### config.mk
export PLATFORM = sky130hd
export DESIGN_NAME = fracn_swallow_div
export DESIGN_NICKNAME = d
export VERILOG_FILES = /design/src/rtl/fsd_pkg.sv /design/src/rtl/fsd_clamp.sv /design/src/rtl/fsd_datapath.sv /design/src/rtl/fsd_ctrl.sv /design/src/rtl/fracn_swallow_div.sv
export SDC_FILE = /design/constraint.sdc
export NUM_CORES = 1
export LEC_CHECK = 0
export BUFFER_PORTS_ARGS = -buffer_cell sky130_fd_sc_hd__buf_2
export CORE_MARGIN = 2
export CORE_UTILIZATION = 44
export DETAILED_ROUTE_END_ITERATION = 10
export MAX_ROUTING_LAYER = met4
export SLEW_MARGIN = 20
export SYNTH_ARGS = -nofsm -noshare
export SYNTH_HDL_FRONTEND = slang
export SYNTH_SLANG_ARGS = --single-unit
export TNS_END_PERCENT = 100
### constraint.sdc
create_clock -name clk -period 3.8 [get_ports clk]
set_input_delay 0 -clock clk [delete_from_list [all_inputs] [get_ports clk]]
set_output_delay 0 -clock clk [all_outputs]
set_load 0.03 [all_outputs]
### src/rtl/fsd_pkg.sv
package fsd_pkg;

  // Base-ratio choice of the dual-modulus prescaler.
  typedef enum logic {
    PSC_LOW  = 1'b0,  // base ratio 6
    PSC_HIGH = 1'b1   // base ratio 8
  } pscSel_e;

  // Strobes from the control sequencer to the datapath.
  typedef struct packed {
    logic cycleEnd;   // current clock is the last of a divided cycle
  } fsdStrobe_t;

endpackage

### src/rtl/fsd_clamp.sv
module fsd_clamp
  import fsd_pkg::*;
#(
  parameter int B_W      = 4,
  parameter int A_W      = 3,
  parameter int FN_W     = 11,
  parameter int B_MIN    = 2,
  parameter int MOD_LO   = 1920,
  parameter int MOD_HI   = 1968,
  parameter int A_CAP_HI = 7,
  parameter int A_CAP_LO = 5,
  localparam int ACC_W   = FN_W + 1
) (
  input  logic [B_W-1:0]   bIn,
  input  logic [A_W-1:0]   aIn,
  input  logic [FN_W-1:0]  fnIn,
  input  logic             pscSel,
  input  logic             refSel,
  output logic [B_W-1:0]   bEff,
  output logic [B_W-1:0]   aEff,
  output logic [FN_W-1:0]  fnEff,
  output logic [ACC_W-1:0] modulus,
  output logic             cfgBad
);

  localparam logic [B_W-1:0]   B_FLOOR = B_W'(B_MIN);
  localparam logic [B_W-1:0]   CAP_HI  = B_W'(A_CAP_HI);
  localparam logic [B_W-1:0]   CAP_LO  = B_W'(A_CAP_LO);
  localparam logic [ACC_W-1:0] MOD_L   = ACC_W'(MOD_LO);
  localparam logic [ACC_W-1:0] MOD_H   = ACC_W'(MOD_HI);

  logic [B_W-1:0]   aWide;
  logic [B_W-1:0]   capSel;
  logic [B_W-1:0]   bClamp;
  logic [B_W-1:0]   bLess;
  logic [B_W-1:0]   aLimit;
  logic [ACC_W-1:0] fnWide;

  always_comb begin
    modulus = refSel ? MOD_H : MOD_L;
    capSel  = (pscSel == PSC_HIGH) ? CAP_HI : CAP_LO;
    aWide   = B_W'(aIn);
    fnWide  = ACC_W'(fnIn);

    // Floor on the programmable count.
    bClamp  = (bIn < B_FLOOR) ? B_FLOOR : bIn;
    bLess   = bClamp - 1'b1;

    // Swallow limit: prescaler cap and strictly below the programmable count.
    aLimit  = (capSel < bLess) ? capSel : bLess;
    aEff    = (aWide > aLimit) ? aLimit : aWide;
    bEff    = bClamp;

    // Numerator held one step below the modulus.
    fnEff   = (fnWide >= modulus) ? FN_W'(modulus - 1'b1) : fnIn;

    cfgBad  = (bIn < B_FLOOR) | (aWide >= bIn) | (aWide > capSel) | (fnWide >= modulus);
  end

endmodule

### src/rtl/fsd_datapath.sv
module fsd_datapath
  import fsd_pkg::*;
#(
  parameter int B_W      = 4,
  parameter int A_W      = 3,
  parameter int FN_W     = 11,
  parameter int B_MIN    = 2,
  parameter int MOD_LO   = 1920,
  parameter int MOD_HI   = 1968,
  parameter int A_CAP_HI = 7,
  parameter int A_CAP_LO = 5,
  localparam int ACC_W   = FN_W + 1
) (
  input  logic            clk,
  input  logic            rstN,
  input  fsdStrobe_t      strobe,
  input  logic [B_W-1:0]  bWord,
  input  logic [A_W-1:0]  aWord,
  input  logic [FN_W-1:0] fnWord,
  input  logic            pscSel,
  input  logic            refSel,
  output logic [B_W-1:0]  bLast,
  output logic [B_W-1:0]  swallowCnt,
  output logic            cfgErr
);

  localparam logic [ACC_W-1:0] MOD_L = ACC_W'(MOD_LO);
  localparam logic [ACC_W-1:0] MOD_H = ACC_W'(MOD_HI);

  logic [B_W-1:0]   bEff;
  logic [B_W-1:0]   aEff;
  logic [FN_W-1:0]  fnEff;
  logic [ACC_W-1:0] modulus;
  logic             cfgBad;

  logic [B_W-1:0]   curB;
  logic [B_W-1:0]   curSwallow;
  logic [ACC_W-1:0] accReg;
  logic             curRef;

  logic [ACC_W-1:0] accBase;
  logic [ACC_W-1:0] accSum;
  logic [ACC_W-1:0] accNext;
  logic             carry;
  logic [B_W-1:0]   swallowNext;
  logic [ACC_W-1:0] curMod;

  fsd_clamp #(
    .B_W(B_W), .A_W(A_W), .FN_W(FN_W), .B_MIN(B_MIN),
    .MOD_LO(MOD_LO), .MOD_HI(MOD_HI),
    .A_CAP_HI(A_CAP_HI), .A_CAP_LO(A_CAP_LO)
  ) u_clamp (
    .bIn(bWord), .aIn(aWord), .fnIn(fnWord),
    .pscSel(pscSel), .refSel(refSel),
    .bEff(bEff), .aEff(aEff), .fnEff(fnEff),
    .modulus(modulus), .cfgBad(cfgBad)
  );

  // First-order accumulator step, restarting when the modulus changes.
  always_comb begin
    accBase     = (refSel != curRef) ? '0 : accReg;
    accSum      = accBase + ACC_W'(fnEff);
    carry       = (accSum >= modulus);
    accNext     = carry ? (accSum - modulus) : accSum;
    swallowNext = aEff + B_W'(carry);
  end

  always_ff @(posedge clk or negedge rstN) begin
    if (!rstN) begin
      curB       <= B_W'(B_MIN);
      curSwallow <= '0;
      accReg     <= '0;
      curRef     <= 1'b0;
      cfgErr     <= 1'b0;
    end else if (strobe.cycleEnd) begin
      curB       <= bEff;
      curSwallow <= swallowNext;
      accReg     <= accNext;
      curRef     <= refSel;
      cfgErr     <= cfgBad;
    end
  end

  assign bLast      = curB - 1'b1;
  assign swallowCnt = curSwallow;
  assign curMod     = curRef ? MOD_H : MOD_L;

  // the residue always stays below the modulus it was reduced by.
  a_r4_acc_below_mod: assert property (@(posedge clk) disable iff (!rstN)
    accReg < curMod);

  // the programmable count never drops under its floor.
  a_r6_b_floor: assert property (@(posedge clk) disable iff (!rstN)
    curB >= B_W'(B_MIN));

  // the swallow portion fits inside the cycle.
  a_r3_swallow_fits: assert property (@(posedge clk) disable iff (!rstN)
    curSwallow <= curB);

  // latched settings hold between boundaries.
  a_r8_hold_midcycle: assert property (@(posedge clk) disable iff (!rstN)
    !strobe.cycleEnd |=> ($stable(curB) && $stable(curSwallow) && $stable(cfgErr)));

endmodule

### src/rtl/fsd_ctrl.sv
module fsd_ctrl
  import fsd_pkg::*;
#(
  parameter int B_W = 4
) (
  input  logic           clk,
  input  logic           rstN,
  input  logic [B_W-1:0] bLast,
  input  logic [B_W-1:0] swallowCnt,
  output fsdStrobe_t     strobe,
  output logic           modCtrl,
  output logic           divPulse
);

  logic [B_W-1:0] pulseIdx;

  always_comb begin
    strobe.cycleEnd = (pulseIdx == bLast);
    modCtrl         = (pulseIdx < swallowCnt);
    divPulse        = strobe.cycleEnd;
  end

  always_ff @(posedge clk or negedge rstN) begin
    if (!rstN)                pulseIdx <= '0;
    else if (strobe.cycleEnd) pulseIdx <= '0;
    else                      pulseIdx <= pulseIdx + 1'b1;
  end

  // the pulse index never runs past the last count of the cycle.
  a_r2_idx_in_range: assert property (@(posedge clk) disable iff (!rstN)
    pulseIdx <= bLast);

  // divided pulse is one clock wide and never back to back.
  a_r2_single_pulse: assert property (@(posedge clk) disable iff (!rstN)
    divPulse |=> !divPulse);

  // a new cycle starts from its first count.
  a_r2_restart: assert property (@(posedge clk) disable iff (!rstN)
    divPulse |=> (pulseIdx == '0));

  // the P+1 phase can only begin right after a boundary.
  a_r3_swallow_at_start: assert property (@(posedge clk) disable iff (!rstN)
    $rose(modCtrl) |-> $past(divPulse));

endmodule

### src/rtl/fracn_swallow_div.sv
module fracn_swallow_div
  import fsd_pkg::*;
#(
  parameter int B_W      = 4,
  parameter int A_W      = 3,
  parameter int FN_W     = 11,
  parameter int B_MIN    = 2,
  parameter int MOD_LO   = 1920,
  parameter int MOD_HI   = 1968,
  parameter int A_CAP_HI = 7,
  parameter int A_CAP_LO = 5
) (
  input  logic            clk,
  input  logic            rstN,
  input  logic [B_W-1:0]  bWord,
  input  logic [A_W-1:0]  aWord,
  input  logic [FN_W-1:0] fnWord,
  input  logic            pscSel,
  input  logic            refSel,
  output logic            modCtrl,
  output logic            divPulse,
  output logic            cfgErr
);

  fsdStrobe_t     strobe;
  logic [B_W-1:0] bLast;
  logic [B_W-1:0] swallowCnt;

  fsd_ctrl #(.B_W(B_W)) u_ctrl (
    .clk(clk), .rstN(rstN),
    .bLast(bLast), .swallowCnt(swallowCnt),
    .strobe(strobe), .modCtrl(modCtrl), .divPulse(divPulse)
  );

  fsd_datapath #(
    .B_W(B_W), .A_W(A_W), .FN_W(FN_W), .B_MIN(B_MIN),
    .MOD_LO(MOD_LO), .MOD_HI(MOD_HI),
    .A_CAP_HI(A_CAP_HI), .A_CAP_LO(A_CAP_LO)
  ) u_dp (
    .clk(clk), .rstN(rstN), .strobe(strobe),
    .bWord(bWord), .aWord(aWord), .fnWord(fnWord),
    .pscSel(pscSel), .refSel(refSel),
    .bLast(bLast), .swallowCnt(swallowCnt), .cfgErr(cfgErr)
  );

endmodule

Yosys cells after proc, flatten, opt, wreduce, memory -nomap -nowiden
Index checks and enable logic that the tools add are counted. W data, S select, Z words.

$add $sub $neg: 7. $lt $le $gt $ge: 8. Equality and inequality tests: 2. Muxes and demuxes: 9. Bitwise logic cells: 3.

Operators with widths (number): $mux W12 (2); $mux W4 (4); $add A12 B11 Y12 (1); $ge A11 B12 Y1 (1); $ge A12 B12 Y1 (1); $sub A12 B12 Y12 (1); $mux W11 (1); $sub A11 B1 Y11 const B (1); $sub A4 B1 Y4 const B (2); $mux W6 (1); $add A4 B1 Y4 (1); $add A4 B1 Y4 const B (1); $eq A4 B4 Y1 (1); $ge A3 B4 Y1 (1); $gt A3 B4 Y1 (1); $lt A3 B4 Y1 (1); $lt A4 B2 Y1 const B (1); $lt A4 B4 Y1 (1); $gt A3 B3 Y1 (1); $or A1 B1 Y1 (3); $mux W2 (1); $ne A1 B1 Y1 (1).

Bits in registers: 26. Bits of input ports: 22. Output and inout bits: 3. Logic and storage cells: 35.

Depth between registers and ports, before layout
Word-level depth: 8. Gate-level depth with buffers: 24. Gate-level depth less buffers: 24.

Modules after synthesis
From an unflattened synthesis, not the netlist that was laid out.

Cell total of the unflattened synthesis: 382. Area total of the unflattened synthesis: 3195.6 um^2.

Modules (own cells, without submodules): fsd_datapath (instances 1, cells an instance 273, area each 2288.4 um^2, seq. area each 551.8 um^2); fsd_clamp (instances 1, cells an instance 76, area each 561.8 um^2, seq. area each 0.0 um^2); fsd_ctrl (instances 1, cells an instance 33, area each 345.3 um^2, seq. area each 100.1 um^2).

Worst setup path before layout
OpenSTA, ideal clock, no wires.

Kind: input to register. From: input fnWord[4]. To: register u_dp.curSwallow[2] (netlist: u_dp.swallowCnt[2]). Library setup time: 78 ps. Arrival: 4123 ps. Data required time: 3722 ps. Slack: -401 ps. Stages on the path: 24. Buffers on the path: 0. Cells stage by stage: inv_1 -> ha_1 -> nand2_1 -> nand2_1 -> a211oi_1 -> nor2_1 -> or2_2 -> ha_1 -> inv_1 -> fa_1 -> nand2b_1 -> nand2b_1 -> a21oi_1 -> xor2_1 -> ha_1 -> inv_1 -> fa_1 -> or3_1 -> a41oi_4 -> inv_1 -> ha_1 -> ha_1 -> xor2_1 -> a21oi_1.

Word-level cells in the longest chain between the ends: 5.

RTL lines: from (decl) (line fracn_swallow_div.sv:17) `input logic [FN_W-1:0] fnWord,`; $ge A11 B12 Y1 (line fsd_clamp.sv:55) `fnEff = (fnWide >= modulus) ? FN_W'(modulus - 1'b1) : fnIn;`; $mux W11 * (line fsd_clamp.sv:55); $add A12 B11 Y12 * (line fsd_datapath.sv:62) `accSum = accBase + ACC_W'(fnEff);`; $ge A12 B12 Y1 * (line fsd_datapath.sv:63) `carry = (accSum >= modulus);`; $add A4 B1 Y4 * (line fsd_datapath.sv:65) `swallowNext = aEff + B_W'(carry);`; to (signal assigned) (line fsd_datapath.sv:77) `curSwallow <= swallowNext;`; to (decl) (line fsd_datapath.sv:37) `logic [B_W-1:0] curSwallow;`.

Mark *: on every way between the ends. The rest lies on a longest branch, timed or not. A chain may end at the register's enable or synchronous reset.

Worst setup path in the final report
From: register u_dp.curRef. To: register u_dp.curSwallow[2] (netlist: u_dp.swallowCnt[2]).

Word-level cells in the longest chain between the ends: 5.

RTL lines: from (decl) (line fsd_datapath.sv:39) `logic curRef;`; from (signal assigned) (line fsd_datapath.sv:79) `curRef <= refSel;`; $ne A1 B1 Y1 (line fsd_datapath.sv:61) `accBase = (refSel != curRef) ? '0 : accReg;`; $mux W12 (line fsd_datapath.sv:61); $add A12 B11 Y12 (line fsd_datapath.sv:62); $ge A12 B12 Y1 (line fsd_datapath.sv:63); $add A4 B1 Y4 (line fsd_datapath.sv:65).

Every way passes these cells.

==> results.ini <==
[run_status]
outcome=complete, no violations

[die]
floorplan.die.height_um=79.4
initial_utilization_pct=45.5
die_x_um=79.4
die_area_um2=6310
row_count=27
ios=25
design.core.area_um2=5510

[timing]
finalWorstPathRequiredPeriod_ns=3.68
unrepaired_setup_endpoints_after_global_routing=yes
setup_tns_ns=0
slew_headroom_pct=57.9
worst-slew-pin-transition_ns=0.631
final_hold_violation_count=0
skew_ns=0.0107
final_min_period_over_clock_period_pct=96.9
setup_viol=0
maxSlewViolCount=0
clock.fmax_mhz=272

[global_route]
gr-total-overflow=0
met2_track_utilization_from_global_routing_pct=32.9
busiest_layer_in_global_routing=met2
first_global_vias=2096
globalRouteTotalUtil_pct=18.9
grt_first_pass_wirelength_um=9300
grt_max_degree=31
antenna_found_initial=0
global_route.usage.met3_pct=1.47
globalRouteMet1Util_pct=24.0

[pwr]
total_switching_power_w=0.00138
comb_pwr_share_pct=77.5
p_int_w=0.00166
power.share.sequential_pct=17.2
switching_share_pct=45.4
power.leakage_nw=1.43
ir_worst_vdd_mv=0.635
post-layout-total-power_w=0.00304
power.density_nw_per_um2=959
power.share.clock_pct=5.3

[yosys]
asyncSetResetFlopFracSynth_pct=100
synth_cell_types=56
seq_area_frac_synth_pct=26.0
netlist_area_um2=2500
post_synth_edffs=0
synth-seq-cells=26
syn_nets=331
synth.avg_cell_area_um2=9.04
yosysWarnings=0
synth_cells=277
synth-main-ff-cell=dfrtp_1

[placed_design]
placedCellCount=390
place_hpwl_um=4200
place_area_um2=2950
gp_congestion=0.824
buffer_ports.inserted=24

[clock_tree]
root_buffer_selected_by_cts=clkbuf_8
htreeDepth=1
cts_tree=yes
clk_pin_slew_ns=0.09
clk_path_buf_depth=2
worstSkewPairLatency_ns=0.27
cts.sinks=26
cts_made_buffers=3

[setup_path]
timing.critical_path.cells=xnor2_2 > and2_4 > ha_4 > inv_2 > fa_2 > nand2b_4 > nand2b_4 > a21oi_4 > xor2_2 > ha_2 > inv_2 > fa_2 > or3_4 > a41oi_4 > inv_2 > ha_4 > ha_4 > xor2_1 > a21oi_1
cell_type_group_with_the_largest_total_delay_on_the_critical_path=adder cells
cp_num_buf_inv=3
critical_path.endpoint_type=register
setup.worst_path.start_class=register
worst_path_max_delay_cell=dfrtp_1
r2r_cells=19
critPathRequiredTime_ns=4.01
critPathKind=register to register
critPathMaxFanout=2
timing.critical_path.arrival_ns=3.89
critical-path-max-stage-delay_ns=0.41
worst-path-stages=19

[layout]
most-common-layout-cells=buf_4 (30), dfrtp_1 (25), ha_1 (23)
most_common_cell_after_layout_fill_and_taps_aside=buf_4
syn_to_final_growth_pct=26.6
fillerInstances=476
fraction_of_layout_instances_using_a_drive_strength_above_1_pct=34.1
num_antenna_cells=0
fin_cells=400
fin_nets=383
final_cell_area_excluding_filler_cells_um2=3170
finalCoreUtilization_pct=57.6

[worst_hold_path]
hold_class=primary input to register
worstHoldPathCells=2

[run]
drv_cap=0

[detailed_routing]
drt-total-wl_um=5490
drt_iter0_drc=76
final_antenna_net_count=0
remaining_drc_errors=0
vias_per_cell=5.23
wire_per_inst_um=13.7
drt_pass1_iterations=4
via_count=2091

-- area by class of cell --
cell class,instances,area (um^2),area share (%)
clock buffers,4,45.0,1.42
inverters,24,92.6,2.92
multi-input cells,218,1910,60.3
flip-flops and latches,26,652,20.6
well taps,72,90.1,2.84
repair buffers,56,379,12.0
-- power by group through the flow --
stage	registers, W	clock network [W]	logic (W)
finish	0.000523	0.000162	0.00236
global route	0.000538	0.000179	0.00263
CTS	0.000521	0.000169	0.00223
detailed placement	0.000526	0	0.00221
global placement	0.000524	0	0.00218
floorplan	0.000512	0	0.00164
-- logic make-up after synthesis --
logic type | after synthesis | share of synthesized area, %
AND/OR/NAND/NOR | 92 | 19.5
AO/OA/AOI/OAI | 58 | 17.7
buffers and inverters | 33 | 5.10
adder cells (fa/ha/maj) | 32 | 16.6
flip-flops | 26 | 26.0
XOR/XNOR | 20 | 7.75
multiplexers | 16 | 7.30
-- path summary, 6_finish.rpt --
kind                                           end  slack (ns)            from
worst max-delay path            u_dp.swallowCnt[2]        0.12     u_dp.curRef
worst min-delay path                  u_dp.curB[3]        0.05        bWord[3]
worst max register to register  u_dp.swallowCnt[2]        0.12     u_dp.curRef
worst min register to register      u_dp.accReg[2]        0.50  u_dp.accReg[2]
max in group asynchronous           u_dp.accReg[5]        3.10            rstN
min in group asynchronous       u_dp.swallowCnt[3]        0.29            rstN
-- stage by stage --
stage | hold WS (ns) | setup slack, ns
final | 0.0493 | 0.117
after global routing | 0.0459 | -0.0304
after CTS | 0.0366 | 0.0734
after detailed placement | 0.0554 | -0.158
after global placement | 0.0445 | -0.0261
after floorplan | -0.296 | 0.0292
-- flip-flops by register name (all words and copies together), names as in the netlist --
name	cells
u_dp.curRef	1
u_dp.accReg	12
u_dp.swallowCnt	4
u_dp.cfgErr	1
u_dp.curB	4
u_ctrl.pulseIdx	4
-- metal layers --
metal	vias to the layer above	part of all wire, %
met4	0	0.82
met5	-	0
met2	21	50
met1	982	47
met3	5	2.0
li1	1083	-
-- cell usage after synthesis (3+ instances only) --
master    number  share of area [%]
or2_2          4                1.0
buf_2          3               0.60
a21o_1         5                1.5
a21oi_1       14                2.8
nand2b_1       4                1.0
nand3_1        7                1.4
xor2_1         6                2.1
xnor2_1       13                4.5
mux2i_1        4                1.6
nand4_1        3               0.75
mux2_2        10                4.5
inv_1         24                3.6
nor2b_1        6                1.5
and2_1        13                3.2
a31oi_1        3               0.75
clkbuf_1       5               0.75
nor3_1         4               0.80
nor3b_1        3               0.90
dfrtp_1       25                 25
nand2_1       14                2.1
o21ai_0        9                1.8
nor2_1        23                3.4
ha_1          30                 15
-- what timing repair did --
action                                  4_1_cts  5_1_grt
endpoints found under the setup margin        0        7
resized for setup                             0       23
hold buffers                                  1        0
buffers inserted                              0        5
hold endpoints to repair                     25        0
(Power assumes the default switching activity.)
